### config.mk
export PLATFORM = sky130hd
export DESIGN_NAME = ocp_fault_monitor
export DESIGN_NICKNAME = d
export VERILOG_FILES = /design/src/rtl/ocpm_pkg.sv /design/src/rtl/ocpm_sync.sv /design/src/rtl/ocpm_edge.sv /design/src/rtl/ocpm_side_latch.sv /design/src/rtl/ocpm_fault_latch.sv /design/src/rtl/ocp_fault_monitor.sv
export SDC_FILE = /design/constraint.sdc
export NUM_CORES = 1
export LEC_CHECK = 0
export ABC_AREA = 1
export BUFFER_PORTS_ARGS = -buffer_cell sky130_fd_sc_hd__buf_2
export CORE_MARGIN = 4
export CORE_UTILIZATION = 41
export CTS_CLUSTER_DIAMETER = 120
export DETAILED_ROUTE_END_ITERATION = 10
export SYNTH_ARGS = -nofsm -noshare
export SYNTH_HDL_FRONTEND = slang
export SYNTH_SLANG_ARGS = --single-unit
export TNS_END_PERCENT = 20
### constraint.sdc
create_clock -name clk -period 1.3 [get_ports clk]
set_input_delay 0.13 -clock clk [delete_from_list [all_inputs] [get_ports clk]]
set_output_delay 0.13 -clock clk [all_outputs]
set_load 0.02 [all_outputs]
### src/rtl/ocpm_pkg.sv
package ocpm_pkg;
  localparam int SIDE_HI = 0;
  localparam int SIDE_LO = 1;
  localparam int NSIDES  = 2;

  function automatic int cnt_width(input int max_val);
    return (max_val < 2) ? 1 : $clog2(max_val + 1);
  endfunction
endpackage

### src/rtl/ocpm_sync.sv
module ocpm_sync #(
  parameter int W      = 2,
  parameter int STAGES = 2
) (
  input  logic         clk,
  input  logic         arst_n,
  input  logic [W-1:0] d,
  output logic [W-1:0] q
);
  logic [STAGES:0][W-1:0] chain;

  assign chain[0] = d;

  genvar g;
  generate
    for (g = 0; g < STAGES; g++) begin : g_stage
      always_ff @(posedge clk or negedge arst_n) begin
        if (!arst_n) chain[g+1] <= '0;
        else         chain[g+1] <= chain[g];
      end
    end
  endgenerate

  assign q = chain[STAGES];
endmodule

### src/rtl/ocpm_edge.sv
module ocpm_edge #(
  parameter int W = 2
) (
  input  logic         clk,
  input  logic         arst_n,
  input  logic [W-1:0] lvl,
  output logic [W-1:0] rise
);
  logic [W-1:0] prev;

  always_ff @(posedge clk or negedge arst_n) begin
    if (!arst_n) prev <= '0;
    else         prev <= lvl;
  end

  assign rise = lvl & ~prev;
endmodule

### src/rtl/ocpm_side_latch.sv
module ocpm_side_latch (
  input  logic clk,
  input  logic arst_n,
  input  logic clr,
  input  logic trip,
  input  logic rel_edge,
  output logic force_off
);
  always_ff @(posedge clk or negedge arst_n) begin
    if (!arst_n)       force_off <= 1'b0;
    else if (clr)      force_off <= 1'b0;
    else if (trip)     force_off <= 1'b1;
    else if (rel_edge) force_off <= 1'b0;
  end

  // a synchronized trip raises this side's request on the next edge
  a_r7_force_on_trip: assert property (@(posedge clk) disable iff (!arst_n)
    (trip && !clr) |=> force_off);

  // the request only drops on a release edge with no trip, or a clear
  a_r8_release_cause: assert property (@(posedge clk) disable iff (!arst_n)
    $fell(force_off) |-> $past(clr || (rel_edge && !trip)));
endmodule

### src/rtl/ocpm_fault_latch.sv
module ocpm_fault_latch
  import ocpm_pkg::*;
#(
  parameter int CLEAN_CYCLES = 4
) (
  input  logic clk,
  input  logic arst_n,
  input  logic clr,
  input  logic any_trip,
  input  logic cyc_evt,
  output logic fault_q
);
  localparam int CNT_W = cnt_width(CLEAN_CYCLES);
  localparam logic [CNT_W-1:0] CNT_MAX = CNT_W'(CLEAN_CYCLES);

  logic [CNT_W-1:0] clean_cnt;
  logic             dirty;

  always_ff @(posedge clk or negedge arst_n) begin
    if (!arst_n) begin
      clean_cnt <= '0;
      dirty     <= 1'b0;
    end else if (clr) begin
      clean_cnt <= '0;
      dirty     <= 1'b0;
    end else if (any_trip) begin
      clean_cnt <= '0;
      dirty     <= 1'b1;
    end else if (cyc_evt) begin
      dirty <= 1'b0;
      if (dirty)                     clean_cnt <= '0;
      else if (clean_cnt != CNT_MAX) clean_cnt <= clean_cnt + 1'b1;
    end
  end

  always_ff @(posedge clk or negedge arst_n) begin
    if (!arst_n)                   fault_q <= 1'b0;
    else if (clr)                  fault_q <= 1'b0;
    else if (any_trip)             fault_q <= 1'b1;
    else if (clean_cnt == CNT_MAX) fault_q <= 1'b0;
  end

  // a trip seen while enabled latches the fault
  a_r2_trip_latches: assert property (@(posedge clk) disable iff (!arst_n)
    (any_trip && !clr) |=> fault_q);

  // the fault holds while fewer than the required clean cycles have passed
  a_r3_fault_holds: assert property (@(posedge clk) disable iff (!arst_n)
    (fault_q && !clr && clean_cnt != CNT_MAX) |=> fault_q);

  // a clear always wins over a trip
  a_r5_r6_clear_wins: assert property (@(posedge clk) disable iff (!arst_n)
    clr |=> (!fault_q && clean_cnt == '0));

  // the clean-cycle count never passes its limit
  a_r9_cnt_saturates: assert property (@(posedge clk) disable iff (!arst_n)
    clean_cnt <= CNT_MAX);
endmodule

### src/rtl/ocp_fault_monitor.sv
module ocp_fault_monitor
  import ocpm_pkg::*;
#(
  parameter int CLEAN_CYCLES = 4,
  parameter int SYNC_STAGES  = 2
) (
  input  logic clk,
  input  logic arst_n,
  input  logic hs_trip_raw,
  input  logic ls_trip_raw,
  input  logic hs_ctl,
  input  logic ls_ctl,
  input  logic dual_mode,
  input  logic enable,
  input  logic por_n,
  output logic fault_pd,
  output logic hs_force_off,
  output logic ls_force_off
);
  logic [NSIDES-1:0] trip_s;
  logic [NSIDES-1:0] ctl_rise;
  logic [NSIDES-1:0] rel_edge;
  logic [NSIDES-1:0] force_q;
  logic              clr;
  logic              cyc_evt;
  logic              fault_q;

  ocpm_sync #(.W(NSIDES), .STAGES(SYNC_STAGES)) i_sync (
    .clk(clk), .arst_n(arst_n),
    .d({ls_trip_raw, hs_trip_raw}), .q(trip_s)
  );

  ocpm_edge #(.W(NSIDES)) i_edge (
    .clk(clk), .arst_n(arst_n),
    .lvl({ls_ctl, hs_ctl}), .rise(ctl_rise)
  );

  assign clr     = !enable || !por_n;
  assign cyc_evt = dual_mode ? (|ctl_rise) : ctl_rise[SIDE_LO];

  assign rel_edge[SIDE_HI] = dual_mode ? ctl_rise[SIDE_HI] : ctl_rise[SIDE_LO];
  assign rel_edge[SIDE_LO] = ctl_rise[SIDE_LO];

  genvar s;
  generate
    for (s = 0; s < NSIDES; s++) begin : g_side
      ocpm_side_latch i_side (
        .clk(clk), .arst_n(arst_n), .clr(clr),
        .trip(trip_s[s]), .rel_edge(rel_edge[s]), .force_off(force_q[s])
      );
    end
  endgenerate

  ocpm_fault_latch #(.CLEAN_CYCLES(CLEAN_CYCLES)) i_fault (
    .clk(clk), .arst_n(arst_n), .clr(clr),
    .any_trip(|trip_s), .cyc_evt(cyc_evt), .fault_q(fault_q)
  );

  assign fault_pd     = fault_q && enable && por_n;
  assign hs_force_off = force_q[SIDE_HI];
  assign ls_force_off = force_q[SIDE_LO];

  // in single mode the high-side control input never ends a cycle
  a_r4_single_mode_edge: assert property (@(posedge clk) disable iff (!arst_n)
    (!dual_mode && !ctl_rise[SIDE_LO]) |-> !cyc_evt);
endmodule

# After elaboration in Yosys (flattened, before gate mapping)
# Cells that the tools add are included.
# op_classes
bitwise	2
mux	19
reduce_logical	13
addsub	1
eq_ne	2
# ops
cell	n
2-to-1 mux 3 bit	5
2-to-1 mux 1 bit	14
nonzero test 3 bit	4
nonzero test 4 bit	1
OR reduction 2 bit	2
adder 3 x 1 -> 3 bit, second input constant	1
== test 3 bit, second input constant	1
inequality test 3 bit, second input constant	1
bitwise AND 2 bit	1
logical AND 1 bit	2
zero test 1 bit	2
inverter 2 bit	1
AND reduction 2 bit	1
logical OR 1 bit	1
# totals
word_cells	45
regBits	13
output_inout_bits	3
input_bits	9

# Longest topological paths before layout
# Gate-level depths: netlist (run 1).
# depth
ltp_word	7
depth_mapped	8
depth_no_buf	8

# By module
# Synthesis (run 1) repeated with hierarchy kept, for this count alone.
# unflattened
cells_unflattened	71
hier_area_um2	623.1
# modules_own_cells
module	area_per_inst_um2	instances	seq_area_each_um2	cells_each
ocpm_fault_latch	307.8	1	125.1	39
ocpm_sync	115.1	1	100.1	6
ocpm_side_latch	45.0	2	25.0	5
ocpm_edge	70.1	1	50.0	6
ocp_fault_monitor	40.0	1	0.0	10

# Worst setup path before layout (run 1)
# Ideal clock, no wire load.
# synth_timing
path_type	register -> register
startpoint	reg i_fault.clean_cnt[0]
endpoint	reg i_fault.clean_cnt[0]
synth_period_minus_slack_ns	1.101
stages_incl_launch_ff	8
path_slack_ns	0.199
t_required_ns	1.183
t_arrival_ns	0.985
setup_time_ns	0.117
path_buffers	0
cell_sequence	dfrtp_1 -> inv_1 -> ha_1 -> nand2_1 -> nor2_1 -> nand3_1 -> nand3_1 -> nand2_1
# synth_via
elab_chain_cells	6
word_cells_on_any_way	9
cone_classes	add/sub: 1; eq/ne: 1; mux: 5; reduce/logical: 2
# synth_rtl
item	line_no	rtl
start: declaration	ocpm_fault_latch.sv:16	logic [CNT_W-1:0] clean_cnt;
start signal: assignment	ocpm_fault_latch.sv:32	else if (clean_cnt != CNT_MAX) clean_cnt <= clean_cnt + 1'b1;
adder 3 x 1 -> 3 bit	ocpm_fault_latch.sv:32	
2-to-1 mux 3 bit	ocpm_fault_latch.sv:32	
2-to-1 mux 3 bit	ocpm_fault_latch.sv:31	if (dirty) clean_cnt <= '0;
2-to-1 mux 3 bit	ocpm_fault_latch.sv:29	end else if (cyc_evt) begin
2-to-1 mux 3 bit	ocpm_fault_latch.sv:26	end else if (any_trip) begin
2-to-1 mux 3 bit	ocpm_fault_latch.sv:23	end else if (clr) begin
# Parallel ways exist; a longest one is shown, timed or not. The select of a mux whose other input is x is not followed.
# A chain may end at the register's enable or synchronous reset.

# Final worst setup path (run 1)
# Ends and elaborated chain as after synthesis.

==> results of run 1 <==
worst max-delay path: stages, from the launching register on:
cell and delay (ns):
dfrtp_1 0.40, inv_1 0.08, ha_1 0.14, nand2_1 0.07, nor2_1 0.13, nand3_2 0.12
nand3_1 0.11, nand2_1 0.06
metal layers:
metal	GRT usage	vias up
li1	-	232
met1	0.1127	183
met2	0.1783	10
met3	0.05929	2
met4	0.03409	0
met5	0	-
synth_stat cells (all sizes together):
master	instances
nand2	16
dfrtp	13
nand3	7
nand3b	1
o21ai	2
ha	2
xnor2	1
nor2	10
inv	10
a21oi	1
final timing paths:
check                                                    endpoint  slack, ns  cells past startpoint
setup / recovery                 i_fault.clean_cnt[0]$_DFFE_PN0P_       0.09                      7
hold / removal             g_side[0].i_side.force_off$_DFFE_PN0P_       0.16                      3
setup reg to reg                 i_fault.clean_cnt[0]$_DFFE_PN0P_       0.09                      7
hold reg to reg                             i_sync.q[0]$_DFF_PN0_       0.35                      0
max in group asynchronous                   i_sync.q[1]$_DFF_PN0_       0.79                      2
min in group asynchronous                i_edge.prev[0]$_DFF_PN0_       0.29                      2
state kept, by name (all words and copies together) (netlist names):
| register | cells |
|---|---|
| i_fault.fault_q | 1 |
| i_fault.clean_cnt | 3 |
| i_sync.chain | 2 |
| i_edge.prev | 2 |
| i_fault.dirty | 1 |
| g_side.i_side.force_off | 2 |
| i_sync.q | 2 |
cell type report:
type	count	area, µm²
clock inverters	1	5.005
repair buffers	16	105.1
flip-flops and latches	13	325.3
inverters	10	37.54
fillers	126	576.8
clock buffers	3	22.52
multi-input cells	40	226.5
well taps	15	18.77
what timing repair did:
| item | CTS | global route |
|---|---|---|
| hold endpoints to repair | 17 | 0 |
| endpoints found under the setup margin | 0 | 3 |
| hold buffers | 5 | 0 |
| gates resized for setup | 0 | 1 |
cells by family (layout without fill, tap and decap cells):
group                    count (synthesis)  in the layout  synth area share
AND/OR/NAND/NOR                         34             34            0.2955
buffers and inverters                   10             30           0.06423
adder cells (fa/ha/maj)                  2              2           0.04282
XOR/XNOR                                 1              1           0.01499
flip-flops                              13             13            0.5567
AO/OA/AOI/OAI                            3              3           0.02567
through the flow:
step                      instances  hold slack, ns  setup slack (ns)  power (µW)  cell area, µm²
after floorplan                  63         -0.1656            0.1986       475.0           584.3
after global placement           89         0.03272            0.1366       506.8           658.1
after detailed placement         89         0.03244           0.09795       507.9           658.1
after CTS                        98          0.1457           0.08260       761.4           735.7
after global routing             98          0.1461          0.004414       790.5           740.7
final                            98          0.1554           0.08585       750.6           740.7
power breakdown:
part | internal [µW] | switching (µW) | total [µW] | leakage [µW]
Sequential | 421 | 8.61 | 430 | 0.000164
Combinational | 34.7 | 45.9 | 80.6 | 0.000202
Clock | 114 | 126 | 240 | 0.0000177
placed cells by master (no fill, tap or decap), types with 2 or more instances in the layout:
| master | count |
|---|---|
| nand2_1 | 13 |
| dfrtp_1 | 13 |
| buf_2 | 11 |
| inv_1 | 9 |
| nor2_1 | 6 |
| nand3_1 | 6 |
| dlygate4sd3_1 | 5 |
| clkbuf_4 | 3 |
| nor2_2 | 2 |
| nor2_4 | 2 |
| nand2_2 | 2 |
| ha_1 | 2 |
==> flow_summary.yaml, run 1 <==
outcome:
  outcome: "finished clean"
routing:
  highest_layer: "met4"
  wl_met1_um: 469
  wl_met2_um: 455
  met3_length_um: 59
  drtIter0Drc: 4
  postRouteAntennaNets: 0
  drc: 0
  dr_total_vias: 427
  routed_wl_um: 997
  wl_per_cell_um: 10.17
  viasPerCell: 4.357
  first_pass_iters: 2
clock_tree:
  cts_root_buf: "clkbuf_4"
  cts_tree: "yes"
  clockBufferDepth: 2
  cts_max_level: 1
  cts_made_buffers: 3
  post_cts_buffers: 0
  clk_latency_ns: 0.27
  cts.reportedPaths.clkPinSlew_ns: 0.08
  cts.sinks: 13
die:
  die_w_um: 45.75
  die_area_um2: 2093
  core-area_um2: 1318
  io_pins: 12
  die_y_um: 45.75
  rows: 13
  start_util: 0.4435
global_route:
  grt.overflow.total: 0
  grt_pass1_vias: 376
  grt_pass1_wl_mm: 1.504
  grt_max_degree: 14
  grt_usage: 0.1064
  antenna_found_initial: 0
worst_setup_path:
  startpoint_type: "register"
  cp.arrival_ns: 1.38
  required_ns: 1.46
  endpoint_kind: "register"
  path_class: "register to register"
  worstPathMaxFanout: 4
  cp-startpoint: "i_fault.clean_cnt[0]$_DFFE_PN0P_"
  r2r-start: "i_fault.clean_cnt[0]$_DFFE_PN0P_"
finish:
  areaGrowthSynthToFinish_pct: 26.77
  antenna_cells: 0
  drive_above_1_share: 0.2892
  final_nets: 95
  fin_util: 0.5622
sta:
  finalCritPeriodShare: 0.9340
  grt_setup_unrepaired: "no"
  maxSlewViolCount: 0
  period_needed_ns: 1.214
  relSlewSlack: 0.8106
  fin_skew_ns: 0.001623
  max_freq_mhz: 823.6
  finalSetupViolations: 0
  worst_pin_slew_ns: 0.2841
  hold_viol: 0
  tns_ns: 0
synth:
  syn_inst: 63
  synth_area_leaders: "dfrtp_1, nand2_1, nand3_1, inv_1, ha_1"
  synth.distinct_cells: 16
  avgSynthCellArea_um2: 9.275
  syn_nets: 74
  yosys.area.top_type_share: 0.5567
  yosysTopAreaCell: "dfrtp_1"
  yosysWarnings: 0
  ys_ff_latch: 13
  synth_area_um2: 584.3
  ys_seq_area_frac: 0.5567
power:
  p_per_area_nw_per_um2: 1013
  ir_drop_v: 0.001035
  p_leak_uw: 0.0003838
place:
  portBuffers: 11
  dp_hpwl_um: 715.3
  finalWeightedCongestion: 0.7561
run:
  cap_violations: 0
worst_hold_path:
  min_path_type: "input port to register"
  hold_path.startpoint: "enable"
(Power assumes the default switching activity.)
==> run 2: changes to the inputs <==
Settings changed: RECOVER_POWER set to 25.
==> flow_summary.yaml, run 2 (synthesized netlist as in run 1, its figures left out) <==
finish:
  top_register: "i_fault.clean_cnt"
  final_nets: 95
  stdcell_count: 98
  post-route-cell-area_um2: 739.5
  fillCellCount: 127
  areaGrowthSynthToFinish_pct: 26.55
  drive_above_1_share: 0.2771
  antenna_cells: 0
  final_cell_mix: "nand2_1, dfrtp_1, buf_2"
  largest_register_ffs: 3
outcome:
  outcome: "finished clean"
die:
  die_y_um: 45.75
  die_area_um2: 2093
  core-area_um2: 1318
  die_w_um: 45.75
  io_pins: 12
  start_util: 0.4435
  rows: 13
sta:
  grt_setup_unrepaired: "no"
  worst_pin_slew_ns: 0.6771
  maxSlewViolCount: 0
  tns_ns: 0
  hold_viol: 0
  relSlewSlack: 0.5486
  period_needed_ns: 1.214
  max_freq_mhz: 823.6
  finalSetupViolations: 0
  finalCritPeriodShare: 0.9340
  fin_skew_ns: 0.001649
global_route:
  grt.overflow.total: 0
  grt_pass1_wl_mm: 1.504
  grt_usage: 0.1064
  antenna_found_initial: 0
  grt_max_degree: 14
  grt_pass1_vias: 376
routing:
  first_pass_iters: 2
  routed_wl_um: 996
  dr_total_vias: 427
  postRouteAntennaNets: 0
  viasPerCell: 4.357
  drtIter0Drc: 4
  wl_per_cell_um: 10.16
  drc: 0
worst_setup_path:
  startpoint_type: "register"
  endpoint_kind: "register"
  cp.arrival_ns: 1.38
  worstPathMaxFanout: 4
  path_class: "register to register"
  required_ns: 1.46
clock_tree:
  cts_tree: "yes"
  clockBufferDepth: 2
  clk_latency_ns: 0.27
  cts.reportedPaths.clkPinSlew_ns: 0.08
  cts_made_buffers: 3
  cts_max_level: 1
  cts.sinks: 13
  cts_root_buf: "clkbuf_4"
place:
  dpl.cell_count: 89
  placed_area_um2: 658.1
  portBuffers: 11
  dp_hpwl_um: 715.3
  finalWeightedCongestion: 0.7561
run:
  cap_violations: 0
power:
  p_per_area_nw_per_um2: 1014
  ir_drop_v: 0.001035
  p_leak_uw: 0.0003810
worst_hold_path:
  min_path_type: "input port to register"
run 2: changes by cell type in the layout (fill, tap and decap cells not counted), sizes merged:
cell    delta
buf        -1
clkbuf     +1
run 2: worst paths after layout:
path                                                       start                                endpoint  cells past startpoint  slack [ns]
worst min register to register         i_sync.chain[2]$_DFF_PN0_                   i_sync.q[0]$_DFF_PN0_                      0        0.35
min in group asynchronous                                 arst_n                i_edge.prev[0]$_DFF_PN0_                      2        0.43
worst max-delay path            i_fault.clean_cnt[0]$_DFFE_PN0P_        i_fault.clean_cnt[0]$_DFFE_PN0P_                      7        0.09
max in group asynchronous                                 arst_n                   i_sync.q[1]$_DFF_PN0_                      2        0.44
worst min-delay path                                      enable  g_side[0].i_side.force_off$_DFFE_PN0P_                      3        0.16
worst max register to register  i_fault.clean_cnt[0]$_DFFE_PN0P_        i_fault.clean_cnt[0]$_DFFE_PN0P_                      7        0.09
run 2: per-stage QoR:
step / hold WS, ns / total power, µW / utilization / setup WS, ns
global placement: 0.03272 / 506.8 / 0.4995 / 0.1366
finish: 0.1555 / 750.1 / 0.5613 / 0.08585
global route: 0.1461 / 790.1 / 0.5613 / 0.004414
floorplan: -0.1656 / 475.0 / - / 0.1986
detailed placement: 0.03244 / 507.9 / 0.4995 / 0.09795
CTS: 0.1457 / 761.4 / 0.5584 / 0.08260
run 2: layer usage:
metal	up-vias	track usage	wire [µm]
met4	0	0.03409	12
met2	10	0.1783	455
met3	2	0.05929	59
li1	232	-	-
met5	-	0	0
met1	183	0.1127	468
run 2: repair_timing:
action,4_1_cts,5_1_grt
setup endpoints to repair,0,3
hold endpoints to repair,17,0
buffers inserted,0,0
gates resized for setup,0,1
hold buffers,5,0
run 2: layout make-up:
| cell class | count | area, µm² | share of cell area |
|---|---|---|---|
| clock inverter | 1 | 5.005 | 0.006768 |
| timing repair buffer | 16 | 103.9 | 0.1404 |
| clock buffer | 3 | 22.52 | 0.03046 |
| sequential | 13 | 325.3 | 0.4399 |
| tap | 15 | 18.77 | 0.02538 |
| multi-input combinational | 40 | 226.5 | 0.3063 |
| inverter | 10 | 37.54 | 0.05076 |
run 2: critical path, stage by stage (launching register included):
cell     delay, ns
dfrtp_1       0.40
inv_1         0.08
ha_1          0.14
nand2_1       0.07
nor2_1        0.13
nand3_2       0.12
nand3_1       0.11
nand2_1       0.06
run 2: where the power goes:
| group | switching (µW) | internal (µW) | total, µW |
|---|---|---|---|
| Sequential | 8.61 | 421 | 430 |
| Combinational | 46.0 | 34.3 | 80.2 |
| Clock | 126 | 114 | 240 |
==> run 3: changes to the inputs <==
Settings changed: ABC_AREA 1 to unset, CAP_MARGIN set to 20.
==> flow_summary.yaml, run 3 <==
sta:
  worst_pin_slew_ns: 0.6798
  period_needed_ns: 1.267
  relSlewSlack: 0.5468
  whs_ns: 0.1827
  maxSlewViolCount: 0
  grt_setup_unrepaired: "no"
  hold_viol: 0
  max_freq_mhz: 789.5
  fin_skew_ns: 0.003116
  finalCritPeriodShare: 0.9744
  finalSetupViolations: 0
worst_hold_path:
  min_to: "g_side[0].i_side.force_off$_DFFE_PN0P_"
  hold_path.startpoint: "enable"
  hold_depth: 3
  min_path_type: "input port to register"
synth:
  yosys.area_share.xor_xnor: 0
  yosys.area_share.adder: 0.04484
  synth_commonest_cells: "dfrtp_1, a21oi_1, inv_1"
  async_flop_share: 1.000
  yosysTopAreaCell: "dfrtp_1"
  synth_area_leaders: "dfrtp_1, ha_1, a21oi_1, o2111ai_1, nand3_1"
  synthMuxAreaShare: 0
  ys_seq_area_frac: 0.5830
  synth.distinct_cells: 25
  synth-simple-area-share: 0.1816
  synth_area_um2: 558.0
  syn_inst: 50
  ys_ff_latch: 13
  syn_nets: 61
  avgSynthCellArea_um2: 11.16
  synth_top_family_by_area: "simple AND/OR/NAND/NOR gates"
  yosys.area.top_type_share: 0.5830
  synth_most_common_cell: "dfrtp_1"
  synth_compound_area_frac: 0.1570
  synth_edf_count: 0
  synth_ff_type: "dfrtp_1"
  yosysWarnings: 0
global_route:
  grt_usage: 0.1415
  grt_pass1_vias: 494
  antenna_found_initial: 0
  grt_pass1_wl_mm: 2.049
  grt.overflow.total: 0
  grt_max_degree: 14
place:
  dp_hpwl_um: 816.8
  portBuffers: 11
  finalWeightedCongestion: 0.7821
worst_setup_path:
  required_ns: 1.49
  cp.arrival_ns: 1.46
  startpoint_type: "register"
  worst_path_max_delay_cell: "dfrtp_1"
  cp_cell_sequence: "inv_2 > ha_4 > nand2_4 > or3_1 > a31oi_1"
  ff2ff_setup_slack_ns: 0.03
  slowest_delay_ns: 0.41
  r2r-start: "i_fault.clean_cnt[1]$_DFFE_PN0P_"
  worstPathMaxFanout: 5
  cp_top_family: "flip-flops"
  critPathBufInv: 1
  r2r.worst_path.cells: 5
  r2r_end: "i_fault.clean_cnt[1]$_DFFE_PN0P_"
  endpoint_kind: "register"
  path_class: "register to register"
routing:
  first_pass_iters: 4
  postRouteAntennaNets: 0
  drc: 0
  viasPerCell: 5.322
  drtIter0Drc: 20
  dr_total_vias: 463
  wl_per_cell_um: 13.69
  routed_wl_mm: 1.191
finish:
  drive_above_1_share: 0.2917
  areaGrowthSynthToFinish_pct: 32.74
  top_register: "i_fault.clean_cnt"
  final_common_cell: "dfrtp_1"
  fin_util: 0.5764
  antenna_cells: 0
  final_nets: 84
  largest_register_ffs: 3
  final_cell_mix: "dfrtp_1, buf_2, dlygate4sd3_1"
die:
  die_w_um: 44.89
  io_pins: 12
  die_y_um: 44.89
  rows: 13
  core-area_um2: 1285
  die_area_um2: 2015
  start_util: 0.4343
clock_tree:
  cts_root_buf: "clkbuf_4"
  cts.sinks: 13
  clk_latency_ns: 0.28
  clockBufferDepth: 2
  cts.reportedPaths.clkPinSlew_ns: 0.08
  cts_made_buffers: 3
  cts_tree: "yes"
  cts_max_level: 1
outcome:
  outcome: "finished clean"
power:
  p_per_area_nw_per_um2: 1017
  p_leak_uw: 0.0003429
  ir_drop_v: 0.0007688
  fin_total_pwr_uw: 753.1
run:
  cap_violations: 0
run 3: changes by cell type after synthesis, sizes merged, moves of 2 or more:
| cell | delta |
|---|---|
| a21oi | +3 |
| inv | -5 |
| nand2 | -13 |
| nand3 | -4 |
| nor2 | -7 |
| o2111ai | +2 |
run 3: worst max-delay path by stage:
stage	from	end	slack [ns]	cells past startpoint
2_1_floorplan	i_fault.clean_cnt[0]$_DFFE_PN0P_	i_fault.clean_cnt[1]$_DFFE_PN0P_	0.13	5
3_3_place_gp	i_fault.clean_cnt[0]$_DFFE_PN0P_	i_fault.clean_cnt[1]$_DFFE_PN0P_	0.05	5
3_5_place_dp	i_fault.clean_cnt[0]$_DFFE_PN0P_	i_fault.clean_cnt[1]$_DFFE_PN0P_	-0.02	5
4_1_cts	i_fault.clean_cnt[0]$_DFFE_PN0P_	i_fault.clean_cnt[1]$_DFFE_PN0P_	0.01	5
5_1_grt	i_fault.clean_cnt[0]$_DFFE_PN0P_	i_fault.clean_cnt[1]$_DFFE_PN0P_	0.004	5
6_report	i_fault.clean_cnt[1]$_DFFE_PN0P_	i_fault.clean_cnt[1]$_DFFE_PN0P_	0.03	5
run 3: cell families after synthesis:
kind of cell,count (synthesis)
compound gates,13
fa+ha+maj,2
buf+inv,5
flops,13
simple gates,17
run 3: report_power, final:
group	switching, µW	internal (µW)	total, µW
clock	135	114	249
combinational	40.4	34.5	74.9
sequential	9.66	420	430
run 3: worst register-to-register path: stages (launching register included):
cell,delay (ns)
dfrtp_1,0.41
inv_2,0.09
ha_4,0.14
nand2_4,0.06
or3_1,0.30
a31oi_1,0.17
run 3: layout make-up:
| type | count | area (µm²) |
|---|---|---|
| Inverter | 5 | 18.77 |
| Timing Repair Buffer | 18 | 118.9 |
| Tap cell | 15 | 18.77 |
| Sequential cell | 13 | 325.3 |
| Multi-Input combinational cell | 32 | 231.5 |
| Fill cell | 115 | 544.3 |
| Clock inverter | 1 | 5.005 |
| Clock buffer | 3 | 22.52 |
run 3: repair_timing:
action / 4_1_cts / 5_1_grt
gates resized for setup: 4 / 0
hold buffers: 5 / 0
buffers inserted: 2 / 0
gates cloned: 0 / 0
hold endpoints to repair: 17 / 0
endpoints found under the setup margin: 1 / 1
pin swaps: 2 / 2
run 3: metal layers:
metal | vias up | share of wire | GRT usage
met4 | 0 | 0.032 | 0.08187
met3 | 7 | 0.035 | 0.03586
li1 | 228 | - | -
met2 | 11 | 0.49 | 0.2321
met1 | 217 | 0.44 | 0.1671
met5 | - | 0 | 0
run 3: through the flow:
stage	cells	setup slack, ns	cell area (µm²)	TNS, ns
6_report	87	0.03332	740.7	0
2_1_floorplan	50	0.1326	558.0	0
4_1_cts	87	0.01383	742.0	0
5_1_grt	87	0.003605	740.7	0
3_3_place_gp	76	0.04927	631.9	0
3_5_place_dp	76	-0.01650	631.9	-0.01650
